**config.mk**
```make
export PLATFORM = sky130hd
export DESIGN_NAME = serial_seg_driver
export DESIGN_NICKNAME = d
export VERILOG_FILES = /design/src/rtl/segdrv_pkg.sv /design/src/rtl/segdrv_ctrl.sv /design/src/rtl/segdrv_datapath.sv /design/src/rtl/serial_seg_driver.sv
export SDC_FILE = /design/constraint.sdc
export NUM_CORES = 1
export LEC_CHECK = 0
export ABC_AREA = 1
export CAP_MARGIN = 20
export CORE_MARGIN = 2
export CORE_UTILIZATION = 45
export CTS_CLUSTER_DIAMETER = 40
export DETAILED_ROUTE_END_ITERATION = 7
export GPL_TIMING_DRIVEN = 0
export PLACE_DENSITY_LB_ADDON = 0.3
export SETUP_SLACK_MARGIN = 0.15
export SKIP_LAST_GASP = 1
export SLEW_MARGIN = 25
export SYNTH_ARGS = -nofsm -noshare
export SYNTH_HDL_FRONTEND = slang
export SYNTH_SLANG_ARGS = --single-unit
```
**constraint.sdc**
```tcl
create_clock -name clk -period 2.6 [get_ports clk]
set_input_delay 0.52 -clock clk [delete_from_list [all_inputs] [get_ports clk]]
set_output_delay 0.52 -clock clk [all_outputs]
set_load 0.1 [all_outputs]
```
**src/rtl/segdrv_pkg.sv**
```systemverilog
package segdrv_pkg;
  typedef struct packed {
    logic shiftEn;
    logic loadEn;
    logic clearEn;
  } strobes_t;
endpackage

```
**src/rtl/segdrv_ctrl.sv**
```systemverilog
module segdrv_ctrl
  import segdrv_pkg::*;
#(
  parameter int  FRAME_CLOCKS = 36,
  parameter int  SHIFT_BITS   = 32,
  parameter bit  HAS_ENABLE   = 1'b1
) (
  input  logic     clk,
  input  logic     rstN,
  input  logic     serClk,
  input  logic     serData,
  input  logic     dataEn,
  output strobes_t strb
);
  localparam int CW = $clog2(FRAME_CLOCKS + 1);
  localparam logic [CW-1:0] LOAD_AT    = CW'(FRAME_CLOCKS - 1);
  localparam logic [CW-1:0] SHIFT_LAST = CW'(SHIFT_BITS);
  localparam logic [CW-1:0] COUNT_MAX  = CW'(FRAME_CLOCKS);

  logic          serClkQ;
  logic [CW-1:0] clkCount;
  logic          clearPending;
  logic          rise, fall, accept;

  assign rise   = serClk & ~serClkQ;
  assign fall   = ~serClk & serClkQ;
  assign accept = rise & (dataEn | ~HAS_ENABLE);

  always_comb begin
    strb.shiftEn = accept && (clkCount != '0) && (clkCount <= SHIFT_LAST);
    strb.loadEn  = accept && (clkCount == LOAD_AT);
    strb.clearEn = fall && clearPending;
  end

  always_ff @(posedge clk) begin
    if (!rstN) begin
      serClkQ      <= 1'b0;
      clkCount     <= '0;
      clearPending <= 1'b0;
    end else begin
      serClkQ <= serClk;
      if (strb.clearEn) begin
        clkCount     <= '0;
        clearPending <= 1'b0;
      end else if (accept) begin
        if (clkCount == '0) begin
          if (serData) clkCount <= CW'(1);
        end else if (clkCount < COUNT_MAX) begin
          clkCount <= clkCount + CW'(1);
        end
        if (strb.loadEn) clearPending <= 1'b1;
      end
    end
  end

  // the count never runs past the frame length
  p_count_range_r3: assert property (@(posedge clk) disable iff (!rstN)
    clkCount <= COUNT_MAX);

  // an idle zero never starts a frame
  p_idle_zero_r2: assert property (@(posedge clk) disable iff (!rstN)
    (clkCount == '0 && !serData) |=> clkCount == '0);

  // clearing returns the counter to idle
  p_clear_idle_r4: assert property (@(posedge clk) disable iff (!rstN)
    strb.clearEn |=> (clkCount == '0 && !clearPending));

  // gated edges produce no strobes
  p_gate_r8: assert property (@(posedge clk) disable iff (!rstN)
    (HAS_ENABLE && !dataEn) |-> (!strb.shiftEn && !strb.loadEn));
endmodule

```
**src/rtl/segdrv_datapath.sv**
```systemverilog
module segdrv_datapath
  import segdrv_pkg::*;
#(
  parameter int SHIFT_BITS = 32
) (
  input  logic                  clk,
  input  logic                  rstN,
  input  logic                  serData,
  input  logic                  oscTick,
  input  strobes_t              strb,
  output logic [SHIFT_BITS-1:0] latchQ,
  output logic                  bpQ
);
  logic [SHIFT_BITS-1:0] shiftQ;

  always_ff @(posedge clk) begin
    if (!rstN) begin
      shiftQ <= '0;
      latchQ <= '0;
      bpQ    <= 1'b0;
    end else begin
      if (strb.clearEn)      shiftQ <= '0;
      else if (strb.shiftEn) shiftQ <= {serData, shiftQ[SHIFT_BITS-1:1]};
      if (strb.loadEn) latchQ <= shiftQ;
      if (oscTick)     bpQ    <= ~bpQ;
    end
  end

  // latches change only on a load
  p_latch_hold_r7: assert property (@(posedge clk) disable iff (!rstN)
    !strb.loadEn |=> $stable(latchQ));

  // the shifter is empty after a clear
  p_shift_clear_r4: assert property (@(posedge clk) disable iff (!rstN)
    strb.clearEn |=> shiftQ == '0);

  // one toggle per tick, none otherwise
  p_bp_toggle_r9: assert property (@(posedge clk) disable iff (!rstN)
    oscTick |=> bpQ != $past(bpQ));
  p_bp_hold_r9: assert property (@(posedge clk) disable iff (!rstN)
    !oscTick |=> $stable(bpQ));
endmodule

```
**src/rtl/serial_seg_driver.sv**
```systemverilog
module serial_seg_driver
  import segdrv_pkg::*;
#(
  parameter int SEG_COUNT    = 32,
  parameter int FRAME_CLOCKS = 36,
  parameter bit HAS_ENABLE   = 1'b1
) (
  input  logic                 clk,
  input  logic                 rstN,
  input  logic                 serClk,
  input  logic                 serData,
  input  logic                 dataEn,
  input  logic                 oscTick,
  output logic [SEG_COUNT-1:0] segOut,
  output logic                 extraSeg
);
  localparam int SHIFT_BITS = SEG_COUNT + (HAS_ENABLE ? 0 : 1);

  strobes_t              strb;
  logic [SHIFT_BITS-1:0] latchQ;
  logic                  bpQ;

  segdrv_ctrl #(
    .FRAME_CLOCKS(FRAME_CLOCKS),
    .SHIFT_BITS  (SHIFT_BITS),
    .HAS_ENABLE  (HAS_ENABLE)
  ) u_ctrl (
    .clk    (clk),
    .rstN   (rstN),
    .serClk (serClk),
    .serData(serData),
    .dataEn (dataEn),
    .strb   (strb)
  );

  segdrv_datapath #(
    .SHIFT_BITS(SHIFT_BITS)
  ) u_dp (
    .clk    (clk),
    .rstN   (rstN),
    .serData(serData),
    .oscTick(oscTick),
    .strb   (strb),
    .latchQ (latchQ),
    .bpQ    (bpQ)
  );

  assign segOut = latchQ[SEG_COUNT-1:0] ^ {SEG_COUNT{bpQ}};

  generate
    if (HAS_ENABLE) begin : g_bpOut
      assign extraSeg = bpQ;
    end else begin : g_extraSeg
      assign extraSeg = latchQ[SHIFT_BITS-1] ^ bpQ;
    end
  endgenerate
endmodule

```
# [Word-level counts from Yosys, hierarchy flattened]
# Cells that the tools add are included.
[word_totals] register_bits=73 in_bits=6 output_inout_bits=33 wordCells=32
[op_classes] n_addsub=1 order_cmp=2 n_eq_ne=2 mux=3 bitwise=8 n_reduce_logical=10
[ops] operator="$xor A32 B32 Y32" count=1
[ops] operator="$mux W6" count=3
[ops] operator="$add A6 B1 Y6 const B" count=1
[ops] operator="$eq A6 B6 Y1 const B" count=1
[ops] operator="$le A6 B6 Y1 const B" count=1
[ops] operator="$logic_not A6 Y1" count=1
[ops] operator="$lt A6 B6 Y1 const B" count=1
[ops] operator="$reduce_bool A6 Y1" count=1
[ops] operator="$logic_and A1 B1 Y1" count=4
[ops] operator="$not A1 Y1" count=4
[ops] operator="$and A1 B1 Y1" count=3
[ops] operator="$reduce_and A3 Y1" count=1
[ops] operator="$ne A2 B2 Y1 const B" count=1
[ops] operator="$reduce_and A2 Y1" count=1
[ops] operator="$reduce_bool A2 Y1" count=1
[ops] operator="$reduce_or A2 Y1" count=1

# [Logic depth before layout (Yosys ltp)]
[depth] word_depth=5 depth_mapped=11 mapped_depth_nobuf=10

# [Cells and area by module]
# Synthesis repeated with hierarchy kept, for this count alone.
[hier_totals] cells_unflattened=503 area_unflattened_um2=3514.6
[by_module_without_submodules] mod="segdrv_datapath" n_inst=1 cells_each=284 area_per_inst_um2=2402.3 seq_area_each_um2=1301.2
[by_module_without_submodules] mod="serial_seg_driver" n_inst=1 cells_each=136 area_per_inst_um2=596.8 seq_area_each_um2=0.0
[by_module_without_submodules] mod="segdrv_ctrl" n_inst=1 cells_each=83 area_per_inst_um2=515.5 seq_area_each_um2=160.2

# [Worst setup path before layout]
# Ideal clock, no wire load.
[synth_path] kind="reg2out" from="register u_dp.bpQ" to="output segOut[26]" t_arrival_ns=2.977 required_time_ns=2.080 setup_slack_ns=-0.897 path_stages_with_launch=4 n_path_buf=2 cell_sequence="dfxtp_1 -> clkbuf_1 -> buf_2 -> xor2_1"
[synth_between] elab_chain_cells=1
[synth_lines] item="start, declared" line="segdrv_datapath.sv:12" text="output logic bpQ"
[synth_lines] item="start signal, assigned" line="segdrv_datapath.sv:25" text="if (oscTick) bpQ <= ~bpQ;"
[synth_lines] item="$xor A32 B32 Y32" line="serial_seg_driver.sv:48" text="assign segOut = latchQ[SEG_COUNT-1:0] ^ {SEG_COUNT{bpQ}};"
[synth_lines] item="end, declared" line="serial_seg_driver.sv:14" text="output logic [SEG_COUNT-1:0] segOut,"
# No other way between the ends.

# [Worst setup path in the final report]
[layout_path] from="register u_dp.bpQ" to="output segOut[17]"
# Same word-level chain as after synthesis.

==> run summary <==
Buffers on Ports: 38
row cnt: 31
Via Count: 2917
Largest delay share family, worst path: buffers and inverters
Synth Area in Compound Gates: 0.1063
Tmin final: 2.373 ns
Buffers & Inverters on Critical Path: 3
largest family of logic cells by synthesized area: simple AND/OR/NAND/NOR gates
grt total ovfl: 0
clock sinks: 73
clk buf depth: 2
Synth-to-Final Area Change: 36.32%
Slew Limit Fails: 0
worst-path fanout max: 10
Post-DRT Antenna Nets: 0
final setup fails: 0
first-pass GRT wire length: 12450 um
Syn Inst Count: 435
Crit. End Element: output pin
Leakage: 1.814 nW
setup bufs post-CTS: 0
Worst Clk Skew: 0.006680 ns
initial antenna violation count: 0
share of cells above drive strength 1: 0.2008
Synth Area in Adders: 0.007622
hpwl dp: 5400 um
Root Driver: clkbuf_8
FMAX: 0.4214 GHz
Flop pwr share: 0.426
total power: 2.779 mW
die width: 89.42 um
total net switching power: 1.053 mW
footprint of the multi-input gates: 2200 sq um
P_int: 1.726 mW
top post-synthesis cells by area: dfxtp_1 45%, nor2_1 12%, xor2_1 9.1%
fraction of the mapped netlist area in simple logic gates: 0.2866
Peak VDD IR: 0.0002986 V
drt first pass iters: 4
Yosys top cell by area: dfxtp_1
worst stage delay on the critical path: 0.37 ns
largest net degree at the start of global routing: 12
Post-route DRC: 0
Placeable Area: 7176 sq um
Total GRT Usage: 0.2035
pre-CTS setup slack: -0.2369 ns
Comb pwr share: 0.300
synth warn: 0
Clk pwr share: 0.274
post-synth top area share: 0.4451
Die H: 89.42 um
Initial DRC Count: 115
Mapped Nets: 443
cts bufs inserted: 9
slew at the pin with the worst max-slew slack: 0.9608 ns
vias in the first global route: 2655
Post-Syn Area: 3283 sq um
IO Count: 39
TritonCTS clock tree: done
Fin. Hold Viols: 0
post-synthesis xor/xnor area fraction: 0.09337
# diodes: 0
critical path class: reg -> out
CP cell instances: clkbuf_2, buf_6, xor2_4, clkbuf_4
via/cell ratio: 4.969
Die Area: 7995 sq um
wire per inst: 12.73 um
Distinct cells, synth: 20
GP Congestion: 0.8367
commonest non-fill, non-tap cell in the layout: nor2_1
most frequent cells in the layout: 109 x nor2_1, 72 x dfxtp_1, 52 x nand2_1
post-synthesis area per instance: 7.547 sq um
final net count: 492
PwrDens: 620.9 nW/um^2
fraction of synthesized area in multiplexers: 0
# fillers: 634
RSZ-0062 raised after global routing: false
Post-Route WL: 7472 um
setup TNS: 0 ns
FF+latch count, synth: 73
CP max-delay cell: buf_6
Placed Area: 4387 sq um
worst min path class: reg -> reg
Worst Path Required: 2.08 ns
Design Area, Final: 4476 sq um
Clk pin slew, worst setup/hold paths: 0.07 ns
Net Sw Frac: 0.3790
clk_lat worst skew: 0.34 ns
Seq/Total Area, Yosys: 0.4451
Slew HR: 0.3574
Worst Hold Margin: 0.4564 ns
Initial Utilization: 0.4575
period utilisation layout: 0.9126
outcome: complete, no violations
Worst setup SP type: flop
total of max-cap violations: 0
FF/Latch Area: 1463 sq um
crit path DAT: 1.85 ns
htree depth: 3
final worst slack: 0.2272 ns
-- power by group through the flow --
stage | Sequential [mW] | Combinational, mW | Clock (mW)
6_report | 1.18 | 0.835 | 0.760
5_1_grt | 1.19 | 0.882 | 0.820
4_1_cts | 1.18 | 0.840 | 0.770
3_5_place_dp | 1.21 | 0.855 | 0
3_3_place_gp | 1.21 | 0.840 | 0
2_1_floorplan | 1.21 | 0.686 | 0
-- final cells by class --
| type | instances | area share |
|---|---|---|
| Multi-Input combinational cell | 315 | 0.4915 |
| Sequential cell | 73 | 0.3268 |
| Timing Repair Buffer | 38 | 0.06877 |
| Buffer | 29 | 0.03411 |
| Clock buffer | 11 | 0.03159 |
| Tap cell | 99 | 0.02768 |
| Inverter | 18 | 0.01510 |
| Clock inverter | 4 | 0.004473 |
-- worst register-to-register path: cells and delay by family, from the launching register on --
kind / cells / cell delay, ns
AOI/OAI and AO/OA: 1 / 0.36
buffers and inverters: 1 / 0.27
DFF: 1 / 0.42
adders and majority gates: 1 / 0.25
and+or+nand+nor: 4 / 0.70
-- cells by family (layout without fill, tap and decap cells) --
logic type / after synthesis / count (layout)
AO/OA/AOI/OAI: 69 / 69
flip-flops: 73 / 73
XOR/XNOR: 35 / 35
adder cells (fa/ha/maj): 2 / 2
AND/OR/NAND/NOR: 209 / 209
buffers and inverters: 47 / 100
-- sequential cells by signal, indices dropped and copies added (netlist names) --
| name | cells |
|---|---|
| u_ctrl.clkCount | 6 |
| u_dp.latchQ | 32 |
| u_dp.shiftQ | 32 |
| u_ctrl.clearPending | 1 |
| u_ctrl.serClkQ | 1 |
| u_dp.bpQ | 1 |
-- layer usage --
metal | vias to the layer above | global-route usage | wire length, um
met5 | - | 0 | 0
met4 | 0 | 0.1072 | 214
met3 | 19 | 0.03416 | 226
met2 | 63 | 0.3347 | 3720
met1 | 1367 | 0.2559 | 3310
li1 | 1468 | - | -
-- Yosys cell counts --
library cell  count
nand4_1           2
clkbuf_1         13
xnor2_1           1
buf_4             3
dfxtp_1          73
o21ai_0          32
nand3b_1         32
nor2_1          109
buf_1             3
nand3_1          11
nor2_2            1
inv_2             1
a21oi_2           1
buf_2            10
a21oi_1          36
ha_1              2
nand2_1          52
nor2_4            2
xor2_1           34
inv_1            17
-- through the flow --
stage,instances,utilization
after detailed placement,572,0.6113
after floorplan,435,-
after global routing,587,0.6237
final,587,0.6237
after CTS,587,0.6234
after global placement,572,0.6113
-- path summary, 6_finish.rpt --
kind / slack [ns] / end / cells past startpoint / start
min: 0.46 / u_ctrl.clearPending / 2 / u_ctrl.clearPending
max reg2reg: 0.48 / u_dp.latchQ[31] / 7 / u_ctrl.clkCount[0]
min reg2reg: 0.46 / u_ctrl.clearPending / 2 / u_ctrl.clearPending
max: 0.23 / segOut[17] / 4 / u_dp.bpQ
-- what timing repair did --
action                     in CTS  in global routing
cloned                          0                  0
hold buffers                    0                  0
setup endpoints to repair      32                  1
resized for setup             185                  1
pin swaps                       0                  0
No activity file was read; power rests on OpenSTA's default activity.
